## src/rtl/gtc_pkg.sv

```systemverilog
package gtc_pkg;
    typedef enum logic [1:0] {
        REG_LO   = 2'd0,
        REG_HI   = 2'd1,
        REG_CTL  = 2'd2,
        REG_NONE = 2'd3
    } reg_sel_e;

    // control register layout, bit 0 = run
    typedef struct packed {
        logic       gate_pol;
        logic       gate_en;
        logic [1:0] div;
        logic       wide;
        logic       run;
    } ctl_t;

    localparam int CTL_W   = $bits(ctl_t);
    localparam int OVF_BIT = 7;
endpackage

```

## src/rtl/gtc_sync.sv

```systemverilog
module gtc_sync #(
    parameter int STAGES = 2
) (
    input  logic clk,
    input  logic rst_n,
    input  logic d_in,
    output logic d_out
);
    logic [STAGES-1:0] sh_d, sh_q;

    generate
        if (STAGES == 1) begin : g_one
            always_comb sh_d = d_in;
        end else begin : g_many
            always_comb sh_d = {sh_q[STAGES-2:0], d_in};
        end
    endgenerate

    always_ff @(posedge clk) begin
        if (!rst_n) sh_q <= '0;
        else        sh_q <= sh_d;
    end

    assign d_out = sh_q[STAGES-1];
endmodule

```

## src/rtl/gtc_prescale.sv

```systemverilog
module gtc_prescale #(
    parameter int DIV_W = 2
) (
    input  logic             clk,
    input  logic             rst_n,
    input  logic             step,
    input  logic             clear,
    input  logic [DIV_W-1:0] div,
    output logic             adv
);
    localparam int PRE_W = (1 << DIV_W) - 1;

    logic [PRE_W-1:0] cnt_d, cnt_q, limit;

    always_comb begin
        limit = ~({PRE_W{1'b1}} << div);
        cnt_d = cnt_q;
        adv   = 1'b0;
        if (clear) begin
            cnt_d = '0;
        end else if (step) begin
            if (cnt_q >= limit) begin
                cnt_d = '0;
                adv   = 1'b1;
            end else begin
                cnt_d = cnt_q + 1'b1;
            end
        end
    end

    always_ff @(posedge clk) begin
        if (!rst_n) cnt_q <= '0;
        else        cnt_q <= cnt_d;
    end
endmodule

```

## src/rtl/gtc_top.sv

```systemverilog
module gtc_top #(
    parameter int BYTE_W      = 8,
    parameter int DIV_W       = 2,
    parameter int SYNC_STAGES = 2
) (
    input  logic              clk,
    input  logic              rst_n,
    input  logic [1:0]        bus_addr,
    input  logic              bus_wr,
    input  logic              bus_rd,
    input  logic [BYTE_W-1:0] bus_wdata,
    output logic [BYTE_W-1:0] bus_rdata,
    input  logic              tick_in,
    input  logic              gate_in,
    output logic              ovf_flag
);
    import gtc_pkg::*;

    localparam int CNT_W = 2 * BYTE_W;

    typedef struct packed {
        logic [CNT_W-1:0]  ctr;
        logic [BYTE_W-1:0] hbuf;
        ctl_t              ctl;
        logic              ovf;
    } state_t;

    state_t s_d, s_q;

    logic gate_s, gate_ok, step, adv;
    logic wr_lo, wr_hi, wr_ctl, rd_lo;
    logic [CNT_W-1:0]  ctr_now;
    logic [BYTE_W-1:0] hbuf_now;
    logic [CTL_W-1:0]  ctl_now;

    gtc_sync #(.STAGES(SYNC_STAGES)) u_sync (
        .clk   (clk),
        .rst_n (rst_n),
        .d_in  (gate_in),
        .d_out (gate_s)
    );

    gtc_prescale #(.DIV_W(DIV_W)) u_pre (
        .clk   (clk),
        .rst_n (rst_n),
        .step  (step),
        .clear (wr_lo),
        .div   (s_q.ctl.div),
        .adv   (adv)
    );

    always_comb begin
        wr_lo   = bus_wr && (bus_addr == REG_LO);
        wr_hi   = bus_wr && (bus_addr == REG_HI);
        wr_ctl  = bus_wr && (bus_addr == REG_CTL);
        rd_lo   = bus_rd && (bus_addr == REG_LO);
        gate_ok = !s_q.ctl.gate_en || (gate_s == s_q.ctl.gate_pol);
        step    = s_q.ctl.run && tick_in && gate_ok;
    end

    always_comb begin
        s_d = s_q;

        if (wr_ctl) begin
            s_d.ctl = ctl_t'(bus_wdata[CTL_W-1:0]);
            if (bus_wdata[OVF_BIT]) s_d.ovf = 1'b0;
        end

        if (wr_lo) begin
            s_d.ctr = {(s_q.ctl.wide ? s_q.hbuf : s_q.ctr[CNT_W-1:BYTE_W]), bus_wdata};
        end else if (wr_hi && !s_q.ctl.wide) begin
            s_d.ctr[CNT_W-1:BYTE_W] = bus_wdata;
        end else if (adv) begin
            s_d.ctr = s_q.ctr + 1'b1;
            if (&s_q.ctr) s_d.ovf = 1'b1;
        end

        if (wr_hi && s_q.ctl.wide) begin
            s_d.hbuf = bus_wdata;
        end else if (rd_lo && s_q.ctl.wide) begin
            s_d.hbuf = s_q.ctr[CNT_W-1:BYTE_W];
        end
    end

    always_ff @(posedge clk) begin
        if (!rst_n) s_q <= '0;
        else        s_q <= s_d;
    end

    always_comb begin
        unique case (bus_addr)
            REG_LO:  bus_rdata = s_q.ctr[BYTE_W-1:0];
            REG_HI:  bus_rdata = s_q.ctl.wide ? s_q.hbuf : s_q.ctr[CNT_W-1:BYTE_W];
            REG_CTL: bus_rdata = {s_q.ovf, {(BYTE_W-CTL_W-1){1'b0}}, s_q.ctl};
            default: bus_rdata = '0;
        endcase
    end

    assign ovf_flag = s_q.ovf;
    assign ctr_now  = s_q.ctr;
    assign hbuf_now = s_q.hbuf;
    assign ctl_now  = s_q.ctl;
endmodule

```

## config.mk

```make
export PLATFORM = sky130hd
export DESIGN_NAME = gtc_top
export DESIGN_NICKNAME = d
export VERILOG_FILES = /design/src/rtl/gtc_pkg.sv /design/src/rtl/gtc_sync.sv /design/src/rtl/gtc_prescale.sv /design/src/rtl/gtc_top.sv
export SDC_FILE = /design/constraint.sdc
export NUM_CORES = 1
export LEC_CHECK = 0
export ABC_AREA = 1
export BUFFER_PORTS_ARGS = -buffer_cell sky130_fd_sc_hd__buf_2
export CORE_MARGIN = 2
export CORE_UTILIZATION = 60
export CTS_CLUSTER_DIAMETER = 200
export CTS_CLUSTER_SIZE = 16
export DETAILED_ROUTE_END_ITERATION = 6
export GPL_TIMING_DRIVEN = 0
export PLACE_DENSITY_LB_ADDON = 0.1
export REMOVE_ABC_BUFFERS = 1
export SETUP_SLACK_MARGIN = 0.1
export SLEW_MARGIN = 10
export SYNTH_ARGS = -nofsm -noshare
export SYNTH_HDL_FRONTEND = slang
export SYNTH_SLANG_ARGS = --single-unit
```

## constraint.sdc

```tcl
create_clock -name clk -period 2.5 [get_ports clk]
set_clock_uncertainty 0.2 [all_clocks]
set_input_delay 0.125 -clock clk [delete_from_list [all_inputs] [get_ports clk]]
set_output_delay 0.125 -clock clk [all_outputs]
set_load 0.005 [all_outputs]
```

==> run summary, run 1 <==
Setup TNS = 0 ns
Int Pwr = 984.2 uW
Vias in the first global route = 2,313
WL final = 6652 microns
Clock Tree Buf Depth = 2
Net Switching = 415.8 uW
Reg2reg setup slack = 0.48 ns
Post-Synthesis Cells = 385
Top cells by area, synth = dfxtp_1 (30%), nand2_1 (17%), inv_1 (8.5%)
Tcrit/Tclk final = 80.80%
Ys async rst share = 0%
Clk pwr share = 37.2%
Die W = 67.66 microns
Slew HR = 64.03%
Finished layout cell area = 2724 sq um
Core Util, Final = 69.09%
Crit-path max cell delay = 0.57 ns
DP Wirelength = 4738 microns
Sequential power share = 45.5%
Worst skew pair latency = 0.29 ns
Synthesized cell area = 2431 sq um
Logic pwr share = 17.2%
Worst Setup Path Type = reg2reg
Starting density of the core = 61.66%
Switching fraction of total power = 29.70%
# diodes = 0
Pwr/cell area = 514.0 nW/um^2
Placed Instance Area = 2555 sq um
CP max stage cell = dfxtp_2
Leakage power = 0.001208 uW
Yosys cell types = 31
Overflow after GRT = 0
DR WL/cell = 14.37 microns
DR iter-0 viols = 232
Fraction of layout cells with a size suffix above 1 = 14.77%
Count of final setup violators = 0
Post-synthesis register bit count = 36
RSZ-0062 raised after global routing = no
Root Driver = clkbuf_8
CP dominant cell by count = inv_1
Die ar. = 4577 sq um
Buffers added on ports = 24
Fill cell count = 355
Post-route antenna net violation count = 0
Tot GR Track Use = 31.42%
Min-Delay Path Class = in2reg
Cell Chain, Critical Path = inv_1 -> nand3_4 -> clkinv_4 -> nor2_4 -> nand2_4 -> inv_1 -> nand2_1 -> a21oi_2
Final Hold Viols = 0
Most frequent cell after synthesis = nand2_1
Layout Nets = 433
CP Capture Type = register
Clock sinks = 36
Core Footprint = 3943 sq um
Fmax = 495.1 MHz
Tightest Pin Transition = 0.5395 ns
Peak VDD IR = 0.0003518 V
Minimum clock period = 2.020 ns
Most used DFF post-synth = dfxtp_1
H-tree levels = 2
Worst EP required = 2.53 ns
Synth top cells by count = nand2_1 (109), inv_1 (55), o21ai_0 (37)
Type of origin of the critical path = register
Post-synth top area cell = dfxtp_1
Worst EP arrival = 2.05 ns
# Post-CTS Setup Buffers = 0
Largest net degree at the start of global routing = 31
Drt drc = 0
Synth Area per Inst = 6.314 sq um
Initial antenna violation count = 0
GPL Wtd Cong = 0.9233
CTS buffer count = 5
Max Cap Viol = 0
Die Ht = 67.66 microns
Synth top area share = 29.64%
First-pass GRT wire length = 10,670 microns
Row count = 23
Post-synthesis sequential area ratio = 29.64%
EDFF count, synth = 0
P&R area growth vs syn = 12.04%
Vias = 2,572
Outcome = finished clean
Worst-path clk slew = 0.08 ns
Drt first pass iters = 7
Slew Limit Fails = 0
Detail-routed via count per cell = 5.555
CP max FO = 19
# IOs = 25
TritonCTS clock tree = done
Syn. warnings = 0
==> final cells by class <==
type                            count  area (sq um)  share of cell area (%)
Multi-Input combinational cell    277          1409                   51.72
Clock buffer                        6         72.57                   2.664
Sequential cell                    36         721.9                   26.50
Clock inverter                      2         35.03                   1.286
Inverter                           62         242.7                   8.911
Timing Repair Buffer               30         180.2                   6.615
Tap cell                           50         62.56                   2.297
==> worst max-delay path, delay by kind of cell, from the launching register on <==
kind	cells	cell delay, ns
DFF	1	0.57
buffers and inverters	3	0.44
and+or+nand+nor	4	0.58
AOI/OAI and AO/OA	1	0.14
==> power groups by stage <==
stage,Sequential (uW),Clock [uW],Combinational (uW)
after floorplan,639,0,158
after global placement,649,0,225
after detailed placement,649,0,230
after CTS,636,526,238
after global routing,641,541,272
final,638,521,241
==> cell families (layout without fill, tap and decap cells) <==
family	after synthesis	in the layout	synth area share, %
simple gates	186	186	34.12
compound gates	83	83	20.17
buf+inv	72	100	12.40
flops	36	36	29.64
fa+ha+maj	5	5	2.573
xor+xnor	3	3	1.081
==> layout by cell type (no fill, tap or decap) <==
cell type / n
nor2_1: 32
o21ai_0: 37
nor2_2: 4
clkinv_2: 1
o21ai_1: 8
clkinv_4: 1
ha_1: 5
dfxtp_2: 1
xnor2_1: 1
xor2_1: 2
inv_4: 2
clkbuf_1: 1
o22ai_1: 2
nand3_2: 3
o211ai_2: 1
nand2_4: 3
bufinv_16: 1
nand3_4: 1
nand2_2: 4
o211ai_1: 2
clkbuf_8: 5
a21oi_2: 3
o221ai_1: 13
inv_2: 4
a21oi_1: 17
nand3_1: 21
buf_2: 24
nand2_1: 109
inv_1: 55
nand4_1: 4
nor2_4: 2
dfxtp_1: 35
dlygate4sd3_1: 6
or2_2: 1
nor3_1: 2
==> per-layer routing <==
layer  track usage [%]  wire (microns)  share of wire [%]  vias to the layer above
li1                  -               -                  -                     1301
met1             41.58            2919                 44                     1135
met2             50.49            2983                 45                      118
met3             5.167             560                8.4                       18
met4             12.76             188                2.8                        0
met5                 0               0                  0                        -
==> final timing paths <==
kind | to | cells after the start | startpoint
worst max-delay path | ctr_now[14]$_SDFFE_PN0P_ | 8 | ctl_now[1]$_SDFFE_PN0N_
worst min register to register | u_sync.sh_q[1]$_SDFF_PN0_ | 2 | u_sync.sh_q[0]$_SDFF_PN0_
worst max register to register | ctr_now[14]$_SDFFE_PN0P_ | 8 | ctl_now[1]$_SDFFE_PN0N_
worst min-delay path | hbuf_now[3]$_SDFFE_PN0P_ | 5 | bus_wdata[3]
==> registers in the layout, indices dropped and copies added (netlist names) <==
name         count
ctr_now         16
hbuf_now         8
ctl_now          6
u_pre.cnt_q      3
u_sync.sh_q      2
ovf_flag         1
==> per-stage QoR <==
step,hold slack [ns],std cells,total power [uW],setup slack (ns)
2_1_floorplan,0.01845,375,796.5,0.7661
3_3_place_gp,0.1063,449,873.7,0.3334
3_5_place_dp,0.1138,449,878.8,0.2970
4_1_cts,0.005543,463,1399,0.2563
5_1_grt,0.02596,463,1454,0.3475
6_report,0.006634,463,1400,0.4800
==> repair_timing <==
item                                   4_1_cts  5_1_grt
hold buffers                                 6        0
endpoints found under the hold margin        9        0
gates resized for setup                      0        1
setup endpoints to repair                    0        3
(Power assumes the default switching activity.)
==> inputs of run 2 (changes only) <==
- ABC_AREA: 1 -> 0
- CORE_UTILIZATION: 60 -> 53
- clock period: 2.5 -> 1.7 ns (I/O delays scaled with it)
==> run summary, run 2 <==
P&R area growth vs syn = 35.11% (was 12.04%)
# IOs = 25 (unchanged)
Violated checks = negative setup slack
Worst EP required = 1.68 ns (was 2.53 ns)
Worst-path clk slew = 0.07 ns (was 0.08 ns)
Type of origin of the critical path = register (unchanged)
CTS buffer count = 5 (unchanged)
Worst hold path cell count = 5 (unchanged)
Fill cell count = 324 (was 355)
Finished layout cell area = 3236 sq um (was 2724 sq um)
Reg2reg setup slack = -0.44 ns (was 0.48 ns)
Worst Slack Setup Final = -0.4412 ns (was 0.4800 ns)
Outcome = complete, but fails checks (was finished clean)
Commonest non-fill, non-tap cell in the layout = nand2_1 (unchanged)
WL final = 7470 microns (was 6652 microns)
FF-to-FF End = ctr_now[2]$_SDFFE_PN0P_ (was ctr_now[14]$_SDFFE_PN0P_)
Layout Nets = 364 (was 433)
DP Wirelength = 4486 microns (was 4738 microns)
Root Driver = clkbuf_8 (unchanged)
GPL Wtd Cong = 0.8952 (was 0.9233)
DR WL/cell = 18.86 microns (was 14.37 microns)
Pwr/cell area = 581.4 nW/um^2 (was 514.0 nW/um^2)
Largest net degree at the start of global routing = 43 (was 31)
CP max stage cell = dfxtp_2 (unchanged)
Die W = 71.22 microns (was 67.66 microns)
Buffers added on ports = 24 (unchanged)
Slew HR = 30.01% (was 64.03%)
Placed Instance Area = 2479 sq um (was 2555 sq um)
Synth top area share = 30.09% (was 29.64%)
Leakage power = 0.001133 uW (was 0.001208 uW)
Tot GR Track Use = 29.91% (was 31.42%)
Vias in the first global route = 2,423 (was 2,313)
Most frequent cell after synthesis = nand2_1 (unchanged)
Fraction of layout cells with a size suffix above 1 = 33.14% (was 14.77%)
Cell Chain, Critical Path = or2_4 -> ha_4 -> nor2b_4 -> o21a_1 -> buf_4 -> buf_6 -> nor2_4 -> nand3_2 -> a32o_1 (was inv_1 -> nand3_4 -> clkinv_4 -> nor2_4 -> nand2_4 -> inv_1 -> nand2_1 -> a21oi_2)
CP Capture Type = register (unchanged)
Row count = 24 (was 23)
Final Hold Viols = 0 (unchanged)
Post-synthesis sequential area ratio = 30.09% (was 29.64%)
Syn. warnings = 0 (unchanged)
Synth top cells by count = nand2_1 (51), dfxtp_1 (36), o21ai_0 (20) (was nand2_1 (109), inv_1 (55), o21ai_0 (37))
Slew Limit Fails = 0 (unchanged)
Endpoint, Worst Hold = u_pre.cnt_q[1]$_SDFFE_PP0N_ (was hbuf_now[3]$_SDFFE_PN0P_)
Minimum clock period = 2.141 ns (was 2.020 ns)
Yosys cell types = 54 (was 31)
Post-synth top area cell = dfxtp_1 (unchanged)
Peak VDD IR = 0.0004094 V (was 0.0003518 V)
Post-synthesis register bit count = 36 (unchanged)
RSZ-0062 raised after global routing = yes (was no)
R2R Path Start = ctl_now[2]$_SDFFE_PN0N_ (was ctl_now[1]$_SDFFE_PN0N_)
Fmax = 467.0 MHz (was 495.1 MHz)
Worst min-delay path startpoint = tick_in (was bus_wdata[3])
Starting density of the core = 55.00% (was 61.66%)
Clock sinks = 36 (unchanged)
TritonCTS clock tree = done (unchanged)
Post-Synthesis Cells = 308 (was 385)
Die Ht = 71.22 microns (was 67.66 microns)
Top cells by area, synth = dfxtp_1 (30%), nand2_1 (8.0%), mux2i_1 (6.3%) (was dfxtp_1 (30%), nand2_1 (17%), inv_1 (8.5%))
First-pass GRT wire length = 11,990 microns (was 10,670 microns)
FF-to-FF path depth = 9 (was 8)
Die ar. = 5072 sq um (was 4577 sq um)
Count of final setup violators = 20 (was 0)
Initial antenna violation count = 0 (unchanged)
Vias = 2,606 (was 2,572)
Tcrit/Tclk final = 126.0% (was 80.80%)
EDFF count, synth = 0 (unchanged)
Crit-path max cell delay = 0.32 ns (was 0.57 ns)
Worst skew pair latency = 0.29 ns (about the same)
Clock Tree Buf Depth = 2 (unchanged)
Max Cap Viol = 0 (unchanged)
Core Util, Final = 74.31% (was 69.09%)
Most frequent cells in the layout = nand2_1 (48), dfxtp_1 (26), buf_2 (23) (was nand2_1 (109), inv_1 (55), o21ai_0 (37))
Drt drc = 0 (unchanged)
H-tree levels = 2 (unchanged)
Tightest Pin Transition = 1.049 ns (was 0.5395 ns)
Worst EP arrival = 2.12 ns (was 2.05 ns)
CP max FO = 4 (was 19)
Max FFs per register = 16 (unchanged)
DR iter-0 viols = 241 (was 232)
Synth Area per Inst = 7.775 sq um (was 6.314 sq um)
Synthesized cell area = 2395 sq um (was 2431 sq um)
Drt first pass iters = 5 (was 7)
Core Footprint = 4354 sq um (was 3943 sq um)
Post-route antenna net violation count = 0 (unchanged)
Detail-routed via count per cell = 6.581 (was 5.555)
Ys async rst share = 0% (unchanged)
Most used DFF post-synth = dfxtp_1 (unchanged)
Min-Delay Path Class = in2reg (unchanged)
Worst Setup Path Type = reg2reg (unchanged)
# diodes = 0 (unchanged)
Overflow after GRT = 0 (unchanged)
[run 2: changes by cell type after synthesis, moves of 8 or more]
cell,before,now
o22ai_1,2,12
nor2_1,32,13
mux2i_1,0,15
nand2_1,109,51
o21ai_0,37,20
inv_1,55,6
a22oi_1,0,8
o221ai_1,13,0
a21boi_0,0,15
[run 2: area by class of cell]
cell class | instances | area [sq um] | area share, %
Clock buffer | 8 | 90.09 | 2.784
Inverter | 6 | 22.52 | 0.6961
Multi-Input combinational cell | 245 | 1933 | 59.74
Sequential cell | 36 | 735.7 | 22.74
Tap cell | 52 | 65.06 | 2.011
Timing Repair Buffer | 49 | 389.1 | 12.03
[run 2: logic make-up (layout without fill, tap and decap cells)]
family                     count (synthesis)  count (layout)  synth area share, %
AOI/OAI and AO/OA                        101             102                28.11
buffers and inverters                     28              63                5.172
xor gates and xnor gates                   6               6                2.194
muxes                                     17              17                7.210
and+or+nand+nor                          115             115                24.61
DFF                                       36              36                30.09
adders and majority gates                  5               5                2.612
[run 2: worst max path at each step]
stage / start / to / slack [ns] / cells after the start
after floorplan: ctl_now[2]$_SDFFE_PN0N_ / ctr_now[4]$_SDFFE_PN0P_ / -0.45 / 6
after global placement: ctl_now[2]$_SDFFE_PN0N_ / ctr_now[9]$_SDFFE_PN0P_ / -0.76 / 7
after detailed placement: ctl_now[2]$_SDFFE_PN0N_ / ctr_now[9]$_SDFFE_PN0P_ / -0.78 / 7
after CTS: ctl_now[2]$_SDFFE_PN0N_ / ctr_now[4]$_SDFFE_PN0P_ / -0.46 / 6
after global routing: ctl_now[2]$_SDFFE_PN0N_ / ctr_now[2]$_SDFFE_PN0P_ / -0.49 / 9
final: ctl_now[2]$_SDFFE_PN0N_ / ctr_now[2]$_SDFFE_PN0P_ / -0.44 / 9
[run 2: what timing repair did]
item,CTS,global route
endpoints found under the hold margin,18,0
pin swaps,22,17
hold buffers,10,0
buffers inserted,15,1
endpoints found under the setup margin,36,32
resized for setup,72,35
gates cloned,1,0
[run 2: report_power, final]
group | internal [uW] | total [uW] | switching, uW
Clock | 331 | 637 | 306
Combinational | 155 | 346 | 191
Sequential | 863 | 898 | 35.3
[run 2: worst max-delay path: cells and delay by family (launching register included)]
kind / cells / cell delay, ns
buf+inv: 2 / 0.25
fa+ha+maj: 1 / 0.28
simple gates: 4 / 0.55
flops: 1 / 0.32
compound gates: 2 / 0.43
[run 2: metal layers]
layer / vias to the layer above / routed length [microns] / GRT usage [%]
met3: 19 / 524 / 5.626
met4: 0 / 206 / 12.58
li1: 1215 / - / -
met5: - / 0 / 0
met2: 126 / 3554 / 47.84
met1: 1246 / 3184 / 39.68
[run 2: per-stage QoR]
step | hold slack, ns | instances | power (uW) | setup slack, ns | TNS [ns]
5_1_grt | 0.1903 | 396 | 1950 | -0.4946 | -8.312
6_report | 0.1342 | 396 | 1881 | -0.4412 | -7.080
4_1_cts | 0.1154 | 396 | 1847 | -0.4553 | -6.485
3_3_place_gp | 0.09112 | 362 | 1133 | -0.7578 | -13.06
2_1_floorplan | -0.00009583 | 286 | 1032 | -0.4505 | -4.979
3_5_place_dp | 0.09607 | 362 | 1135 | -0.7813 | -13.31
==> inputs of run 3 (changes only) <==
- BUFFER_PORTS_ARGS: -buffer_cell sky130_fd_sc_hd__buf_2 -> default
- CORE_UTILIZATION: 53 -> 55
- DONT_BUFFER_PORTS: default -> 1
- SYNTH_HIERARCHICAL: default -> 1
==> run summary, run 3 <==
Layout Nets = 334 (was 364)
Hold_ws = -0.1123 ns (was 0.1342 ns)
Largest family of logic cells by synthesized area = compound AO/OA/AOI/OAI gates (unchanged)
Worst Setup Path Type = reg2reg (unchanged)
Drt first pass iters = 4 (was 5)
Slew HR = 44.71% (was 30.01%)
CP Capture Type = register (unchanged)
Worst skew pair latency = 0.30 ns (was 0.29 ns)
Fraction of layout cells with a size suffix above 1 = 25.16% (was 33.14%)
CP max FO = 6 (was 4)
Max FFs per register = 16 (unchanged)
P&R area growth vs syn = 31.64% (was 35.11%)
Max Cap Viol = 0 (unchanged)
Worst EP required = 1.69 ns (was 1.68 ns)
Violated checks = negative hold slack, negative setup slack (was negative setup slack)
Worst Slack Setup Final = -0.7200 ns (was -0.4412 ns)
Compound-Gate Fraction of Synth Area = 24.81% (was 28.11%)
RSZ-0062 raised after global routing = yes (unchanged)
Vias in the first global route = 2,155 (was 2,423)
Synth Area in Adders = 2.709% (was 2.612%)
Commonest non-fill, non-tap cell in the layout = dfxtp_1 (was nand2_1)
Most frequent cell after synthesis = dfxtp_1 (was nand2_1)
Post-Synthesis Cells = 287 (was 308)
Fill cell count = 291 (was 324)
Outcome = complete, but fails checks (unchanged)
DP Wirelength = 4263 microns (was 4486 microns)
Syn. warnings = 6 (was 0)
Ys async rst share = 0% (unchanged)
Leakage power = 0.001053 uW (was 0.001133 uW)
Placed Instance Area = 2281 sq um (was 2479 sq um)
Root Driver = clkbuf_8 (unchanged)
Minimum clock period = 2.420 ns (was 2.141 ns)
Post-synthesis sequential area ratio = 31.20% (was 30.09%)
Simple-Gate Fraction of Synth Area = 23.51% (was 24.61%)
H-tree levels = 2 (unchanged)
Buffers added on ports = 0 (was 24)
Overflow after GRT = 0 (unchanged)
Post-synthesis xor/xnor area fraction = 4.930% (was 2.194%)
Synth top cells by count = dfxtp_1 (36), a21oi_1 (27), nand2_1 (25) (was nand2_1 (51), dfxtp_1 (36), o21ai_0 (20))
Finished layout cell area = 3040 sq um (was 3236 sq um)
Fmax = 413.2 MHz (was 467.0 MHz)
Post-route antenna net violation count = 0 (unchanged)
Largest net degree at the start of global routing = 28 (was 43)
Post-synth top area cell = dfxtp_1 (unchanged)
Clock Tree Buf Depth = 2 (unchanged)
Most frequent cells in the layout = dfxtp_1 (32), nand2_1 (23), a21oi_1 (23) (was nand2_1 (48), dfxtp_1 (26), buf_2 (23))
# IOs = 25 (unchanged)
EDFF count, synth = 0 (unchanged)
Tot GR Track Use = 32.39% (was 29.91%)
Core Footprint = 4029 sq um (was 4354 sq um)
Top cells by area, synth = dfxtp_1 (31%), mux2i_1 (6.5%), a21oi_1 (5.9%) (was dfxtp_1 (30%), nand2_1 (8.0%), mux2i_1 (6.3%))
Die ar. = 4734 sq um (was 5072 sq um)
Detail-routed via count per cell = 6.574 (was 6.581)
Cells after DPL = 318 (was 362)
Slew Limit Fails = 0 (unchanged)
Gr busiest metal = met2 (unchanged)
Setup TNS = -10.30 ns (was -7.080 ns)
DR WL/cell = 20.71 microns (was 18.86 microns)
Worst-path clk slew = 0.08 ns (was 0.07 ns)
First-pass GRT wire length = 11,060 microns (was 11,990 microns)
Synth top area share = 31.20% (was 30.09%)
Drt drc = 0 (unchanged)
Mux cell area share after synthesis = 6.501% (was 7.210%)
Starting density of the core = 57.33% (was 55.00%)
Type of origin of the critical path = register (unchanged)
Tcrit/Tclk final = 142.4% (was 126.0%)
Min-Delay Path Class = in2reg (unchanged)
WL final = 7538 microns (was 7470 microns)
Die W = 68.81 microns (was 71.22 microns)
Peak VDD IR = 0.0006103 V (was 0.0004094 V)
DR iter-0 viols = 246 (was 241)
Post-synthesis register bit count = 36 (unchanged)
Clock sinks = 36 (unchanged)
Grt met2 use = 52.40% (was 47.84%)
Count of final setup violators = 17 (was 20)
Synthesized cell area = 2310 sq um (was 2395 sq um)
Post-route non-filler standard cell count = 364 (was 396)
Worst EP arrival = 2.41 ns (was 2.12 ns)
Synth Area per Inst = 8.048 sq um (was 7.775 sq um)
Grt met3 use = 8.117% (was 5.626%)
Most used DFF post-synth = dfxtp_1 (unchanged)
GPL Wtd Cong = 0.9149 (was 0.8952)
Pwr/cell area = 662.3 nW/um^2 (was 581.4 nW/um^2)
# diodes = 0 (unchanged)
Die Ht = 68.81 microns (was 71.22 microns)
Row count = 23 (was 24)
Post-Place Setup Slack = -1.154 ns (was -0.7813 ns)
CTS buffer count = 5 (unchanged)
Initial antenna violation count = 0 (unchanged)
Met1 Resource Use GR = 41.80% (was 39.68%)
Final Hold Viols = 8 (was 0)
Yosys cell types = 50 (was 54)
TritonCTS clock tree = done (unchanged)
Vias = 2,393 (was 2,606)
Tightest Pin Transition = 0.8285 ns (was 1.049 ns)
run 3: changes by cell type after synthesis, moves of 4 or more:
cell	before	now
clkbuf_1	7	11
nor2_1	13	18
a211oi_1	3	8
a21boi_0	15	0
buf_2	11	6
a21oi_1	15	27
xnor2_1	1	7
o21a_1	6	1
and2_1	3	7
o22ai_1	12	6
nand2_1	51	25
a32o_1	4	0
run 3: what timing repair did:
action | in CTS | in global routing
hold buffers | 13 | 7
gates resized for setup | 44 | 27
setup buffers | 14 | 3
hold endpoints to repair | 37 | 10
cloned | 1 | 0
pin swaps | 28 | 15
setup endpoints to repair | 36 | 39
run 3: power by group:
group,internal [uW],switching (uW),leakage [uW]
sequential,872,48.2,0.000295
combinational,155,165,0.000704
clock,434,340,0.0000541
run 3: metrics by stage:
step           utilization (%)  total power, uW
2_1_floorplan                -             1067
4_1_cts                  70.03             1962
6_report                 75.47             2014
3_3_place_gp             56.27             1110
5_1_grt                  75.47             2076
3_5_place_dp             56.61             1114
run 3: cell families (layout without fill, tap and decap cells):
group | count (synthesis) | after routing
AOI/OAI and AO/OA | 88 | 88
adders and majority gates | 5 | 5
and+or+nand+nor | 101 | 102
xor gates and xnor gates | 13 | 13
DFF | 36 | 36
buffers and inverters | 29 | 55
muxes | 15 | 15
run 3: path summary, 6_finish.rpt:
check / depth (start not counted) / end / from / slack [ns]
setup / recovery: 10 / ctr_now[13]$_SDFFE_PN0P_ / ctl_now[3]$_SDFFE_PN0N_ / -0.72
hold / removal: 4 / u_pre/cnt_q[0]$_SDFFE_PP0P_ / tick_in / -0.11
setup reg to reg: 10 / ctr_now[13]$_SDFFE_PN0P_ / ctl_now[3]$_SDFFE_PN0N_ / -0.72
hold reg to reg: 2 / hbuf_now[0]$_SDFFE_PN0P_ / hbuf_now[0]$_SDFFE_PN0P_ / 0.27
run 3: cell type report:
type | instances | area (sq um) | area share (%)
multi-input combinational | 223 | 1725 | 56.75
sequential | 36 | 728.2 | 23.95
timing repair buffer | 38 | 371.6 | 12.22
clock buffer | 5 | 68.82 | 2.263
tap | 50 | 62.56 | 2.058
clock inverter | 3 | 42.54 | 1.399
inverter | 9 | 41.29 | 1.358
run 3: metal layers:
metal / share of wire (%) / wire length (microns)
met5: 0 / 0
met3: 10 / 765
met1: 39 / 2969
met2: 48 / 3584
met4: 2.9 / 219
run 3: critical path: stages (launching register included):
cell and delay [ns]:
dfxtp_2 0.33, or2_4 0.25, ha_4 0.27, nor2b_4 0.04, o21ai_1 0.11, and3b_2 0.32
buf_6 0.14, and2_4 0.14, o21ai_2 0.06, and3_1 0.20, a311oi_1 0.25
